[src/rtl/odd_div_pkg.sv]
package odd_div_pkg;

  typedef enum logic {
    EDGE_RISE = 1'b0,
    EDGE_FALL = 1'b1
  } edge_sel_e;

  // Count value at which the falling-edge stage toggles: floor(n/2)+1.
  function automatic int fall_match(input int n);
    return (n / 2) + 1;
  endfunction

  function automatic bit ratio_ok(input int n);
    return (n >= 3) && ((n % 2) == 1);
  endfunction

endpackage

[src/rtl/odd_div_counter.sv]
module odd_div_counter #(
  parameter int DIV_N = 5,
  parameter int CNT_W = $clog2(DIV_N)
) (
  input  logic             clk,
  input  logic             rst,
  output logic [CNT_W-1:0] cnt_o
);

  localparam logic [CNT_W-1:0] LAST = CNT_W'(DIV_N - 1);

  logic [CNT_W-1:0] cnt_q;

  always_ff @(posedge clk) begin
    if (rst) begin
      cnt_q <= '0;
    end else if (cnt_q == LAST) begin
      cnt_q <= '0;
    end else begin
      cnt_q <= cnt_q + CNT_W'(1);
    end
  end

  assign cnt_o = cnt_q;

endmodule

[src/rtl/odd_div_toggle.sv]
module odd_div_toggle
  import odd_div_pkg::*;
#(
  parameter edge_sel_e EDGE  = EDGE_RISE,
  parameter int        CNT_W = 2,
  parameter int        MATCH = 0
) (
  input  logic             clk,
  input  logic             rst,
  input  logic [CNT_W-1:0] cnt_i,
  output logic             tog_o
);

  localparam logic [CNT_W-1:0] MATCH_V = CNT_W'(MATCH);

  logic tog_q;
  logic hit;

  assign hit = (cnt_i == MATCH_V);

  generate
    if (EDGE == EDGE_RISE) begin : g_rise
      always_ff @(posedge clk) begin
        if (rst) begin
          tog_q <= 1'b0;
        end else if (hit) begin
          tog_q <= ~tog_q;
        end
      end
    end else begin : g_fall
      // Samples the count registered on the previous rising edge.
      always_ff @(negedge clk) begin
        if (rst) begin
          tog_q <= 1'b0;
        end else if (hit) begin
          tog_q <= ~tog_q;
        end
      end
    end
  endgenerate

  assign tog_o = tog_q;

endmodule

[src/rtl/odd_clk_divider.sv]
module odd_clk_divider
  import odd_div_pkg::*;
#(
  parameter int DIV_N = 5
) (
  input  logic clk_ref,
  input  logic rst,
  output logic clk_div
);

  localparam int CNT_W    = $clog2(DIV_N);
  localparam int RISE_HIT = 0;
  localparam int FALL_HIT = fall_match(DIV_N);

  // reject ratios the scheme cannot serve
  generate
    if (!ratio_ok(DIV_N)) begin : g_bad_ratio
      $error("odd_clk_divider: DIV_N must be odd and at least 3");
    end
  endgenerate

  logic [CNT_W-1:0] cnt_q;
  logic             tog_rise;
  logic             tog_fall;

  odd_div_counter #(
    .DIV_N (DIV_N),
    .CNT_W (CNT_W)
  ) cnt_i (
    .clk   (clk_ref),
    .rst   (rst),
    .cnt_o (cnt_q)
  );

  odd_div_toggle #(
    .EDGE  (EDGE_RISE),
    .CNT_W (CNT_W),
    .MATCH (RISE_HIT)
  ) tog_rise_i (
    .clk   (clk_ref),
    .rst   (rst),
    .cnt_i (cnt_q),
    .tog_o (tog_rise)
  );

  odd_div_toggle #(
    .EDGE  (EDGE_FALL),
    .CNT_W (CNT_W),
    .MATCH (FALL_HIT)
  ) tog_fall_i (
    .clk   (clk_ref),
    .rst   (rst),
    .cnt_i (cnt_q),
    .tog_o (tog_fall)
  );

  // Quadrature toggles: only one input changes per edge.
  assign clk_div = tog_rise ^ tog_fall;

endmodule

[config.mk]
export PLATFORM = sky130hd
export DESIGN_NAME = odd_clk_divider
export DESIGN_NICKNAME = d
export VERILOG_FILES = /design/src/rtl/odd_div_pkg.sv /design/src/rtl/odd_div_counter.sv /design/src/rtl/odd_div_toggle.sv /design/src/rtl/odd_clk_divider.sv
export SDC_FILE = /design/constraint.sdc
export NUM_CORES = 1
export LEC_CHECK = 0
export BUFFER_PORTS_ARGS = -buffer_cell sky130_fd_sc_hd__buf_2
export CORE_AREA = 8 8 45 47
export DETAILED_ROUTE_END_ITERATION = 12
export DIE_AREA = 0 0 53 55
export PLACE_DENSITY = 0.3
export SLEW_MARGIN = 30
export SYNTH_ARGS = -nofsm -noshare
export SYNTH_HDL_FRONTEND = slang
export SYNTH_SLANG_ARGS = --single-unit
[constraint.sdc]
create_clock -name clk_ref -period 1.2 [get_ports clk_ref]
set_input_delay 0.24 -clock clk_ref [delete_from_list [all_inputs] [get_ports clk_ref]]
set_output_delay 0.24 -clock clk_ref [all_outputs]
set_load 0.01 [all_outputs]
==> impl_metrics.py <==
metrics = {
    "run_status": {
        "status": "complete, but fails checks",
        "violations": "negative setup slack",
    },
    "route": {
        "drt-pass1-iter-count": 1,
        "num_vias": 178,
        "drc": 0,
        "viasPerCell": 3.63,
        "initialDrtViolationCount": 0,
        "wl_per_cell_um": 8.67,
        "drt_wl_total_um": 425,
        "ant_nets": 0,
    },
    "worst_setup_path": {
        "cp_cell_sequence": "xor2_2, buf_2",
        "cp_top_family": "flip-flops",
        "crit_start": "tog_fall_i.tog_o",
        "path_class": "register to primary output",
        "slowest_stage": "dfxtp_2",
        "critPathArrivalTime_ns": 1.49,
        "cp_max_fo": 2,
        "max_stage_delay_ns": 0.34,
        "timing.critical_path.buf_inv": 1,
        "critPathRequiredTime_ns": 0.96,
        "start_kind": "register",
        "worstReg2RegStart": "cnt_i.cnt_o[0]",
        "end_kind": "primary output",
    },
    "min_path": {
        "min-delay-start": "rst",
        "hp-class": "primary input to register",
    },
    "power_and_ir_drop": {
        "power_frac_seq_pct": 38.0,
        "p_comb_share_pct": 24.6,
        "powerDensity_nw_per_um2": 1500,
        "leakagePower_nw": 0.166,
        "p_switching_mw": 0.154,
        "clock_power_share_pct": 37.4,
        "intPower_mw": 0.405,
        "swShare_pct": 27.6,
        "ir_worst_vdd_v": 0.000406,
    },
    "sta": {
        "finalHoldViolCount": 0,
        "worst_slack_ns": -0.529,
        "slew-limit-headroom_pct": 89.7,
        "fin_worst_skew_ns": 0.0534,
        "setup_viol": 2,
        "maxSlewViolCount": 0,
        "whs_ns": 0.299,
        "rsz0062_at_grt": "yes",
        "tightestPinTransition_ns": 0.154,
    },
    "place": {
        "gp_congestion": 0.637,
        "place_inst": 45,
        "port_buffers": 2,
        "hpwl_um": 328,
        "placed_cell_area_um2": 308,
    },
    "clocking": {
        "cts_sinks": 5,
        "cts_buffer_depth": 2,
        "cts_hold_buf": 0,
        "htreeDepth": 1,
        "insertion_delay_ns": 0.30,
        "post-cts-setup-buffer-count": 0,
        "cts_root_buffer": "clkbuf_4",
        "cts_tree": "yes",
        "path_clk_slew_ns": 0.04,
        "cts_buffers": 3,
    },
    "synth": {
        "syn_nets": 29,
        "synth_area_leaders": "dfxtp_1, ha_1, inv_1",
        "synth_warnings": 0,
        "yosys.area_share.simple_pct": 14.6,
        "yosysTopAreaCell": "dfxtp_1",
        "synth-seq-cells": 5,
        "syn_area_per_cell_um2": 9.64,
        "synthMuxAreaShare_pct": 6.49,
        "yosys.area_share.xor_xnor_pct": 7.57,
        "synth.yosys.seq_area_share_pct": 43.2,
        "postSynthCellCount": 24,
        "synthAdderAreaFrac_pct": 16.2,
        "yosysTopAreaCellShare_pct": 43.2,
        "synth_compound_area_share_pct": 3.78,
        "synth_cell_types": 10,
        "synth_top_family_by_area": "adder cells",
        "synth_area_um2": 231,
    },
    "global_routing": {
        "track_usage_pct": 4.16,
        "grt_max_degree": 5,
        "grt_pass1_wl_um": 745,
        "antenna_found_initial": 0,
        "grt_pass1_vias": 191,
        "grt-busiest-layer": "met2",
        "grt-ovfl-total": 0,
        "use_met2_pct": 6.25,
        "met3_usage_pct": 3.48,
        "use_met1_pct": 2.91,
    },
    "layout": {
        "syn2layout_area_growth_pct": 61.6,
        "multiInputGateArea_um2": 170,
        "n_antenna_cell": 0,
        "layout.cells.most_common": "nor2_1",
        "drive_gt1_share_pct": 60.6,
        "layout.cells.non_filler": 49,
        "n_fill_cell": 164,
        "post-route-util_pct": 27.0,
        "final_cell_mix": "nor2_1, inv_1",
        "nets": 39,
        "seqCellArea_um2": 104,
        "design_area_um2": 374,
    },
    "flow_run": {
        "drv_cap": 0,
    },
    "die": {
        "dieArea_um2": 2920,
        "die_width_um": 53,
        "start_util_pct": 16.7,
        "io_pins": 3,
        "num_rows": 14,
        "fp.dieH_um": 55,
        "coreArea_um2": 1380,
    },
}
logic make-up after synthesis:
logic type,count (synthesis)
xor+xnor,2
simple gates,7
flops,5
mux,1
compound gates,1
buf+inv,5
fa+ha+maj,3
what timing repair did:
action,in CTS,in global routing
endpoints found under the setup margin,3,3
gates cloned,0,0
pin swaps,3,0
resized for setup,7,2
through the flow:
stage               worst slack (ns)  setup TNS (ns)  total power [mW]
finish                        -0.529          -0.788             0.560
floorplan                     -0.313          -0.497             0.295
detailed placement            -0.353          -0.629             0.334
global placement              -0.335          -0.601             0.331
CTS                           -0.549          -0.820             0.570
global route                  -0.589          -0.856             0.612
power by group through the flow:
| stage | combinational, mW | clock, mW | sequential, mW |
|---|---|---|---|
| 4_1_cts | 0.136 | 0.222 | 0.212 |
| 3_3_place_gp | 0.110 | 0.0104 | 0.210 |
| 5_1_grt | 0.154 | 0.244 | 0.215 |
| 2_1_floorplan | 0.0758 | 0.0104 | 0.209 |
| 6_report | 0.138 | 0.209 | 0.212 |
| 3_5_place_dp | 0.113 | 0.0104 | 0.211 |
layout make-up:
cell class | count | share of cell area (%)
clock inverters | 1 | 1.00
inverters | 4 | 4.68
clock buffers | 4 | 7.02
well taps | 16 | 5.35
repair buffers | 5 | 8.70
multi-input cells | 14 | 45.5
flip-flops and latches | 5 | 27.8
registers in the layout, indices dropped and copies added (netlist names):
| signal | flops |
|---|---|
| cnt_i.cnt_o | 3 |
| tog_fall_i.tog_o | 1 |
| tog_rise_i.tog_o | 1 |
synth_stat cells:
| master | n |
|---|---|
| a21o_2 | 1 |
| dfxtp_1 | 5 |
| ha_1 | 3 |
| inv_1 | 5 |
| mux2_4 | 1 |
| nor2_1 | 5 |
| nor2b_1 | 1 |
| nor2b_2 | 1 |
| xnor2_1 | 1 |
| xor2_1 | 1 |
worst register-to-register path, stage by stage (launching register included):
cell and delay [ns]:
dfxtp_2 0.33, ha_4 0.16, ha_4 0.15, xnor2_2 0.11, nor2_1 0.05
worst paths after layout:
check	to	slack (ns)	cells past startpoint
max reg2reg	tog_fall_i.tog_o	-0.26	4
min	cnt_i.cnt_o[1]	0.30	3
max	clk_div	-0.53	2
min reg2reg	cnt_i.cnt_o[0]	0.55	2
routing by layer:
layer / part of all wire, % / vias up
met1: 36 / 82
met4: 0 / 0
met3: 9.6 / 0
met5: 0 / -
met2: 55 / 5
li1: - / 91
(Power assumes the default switching activity.)
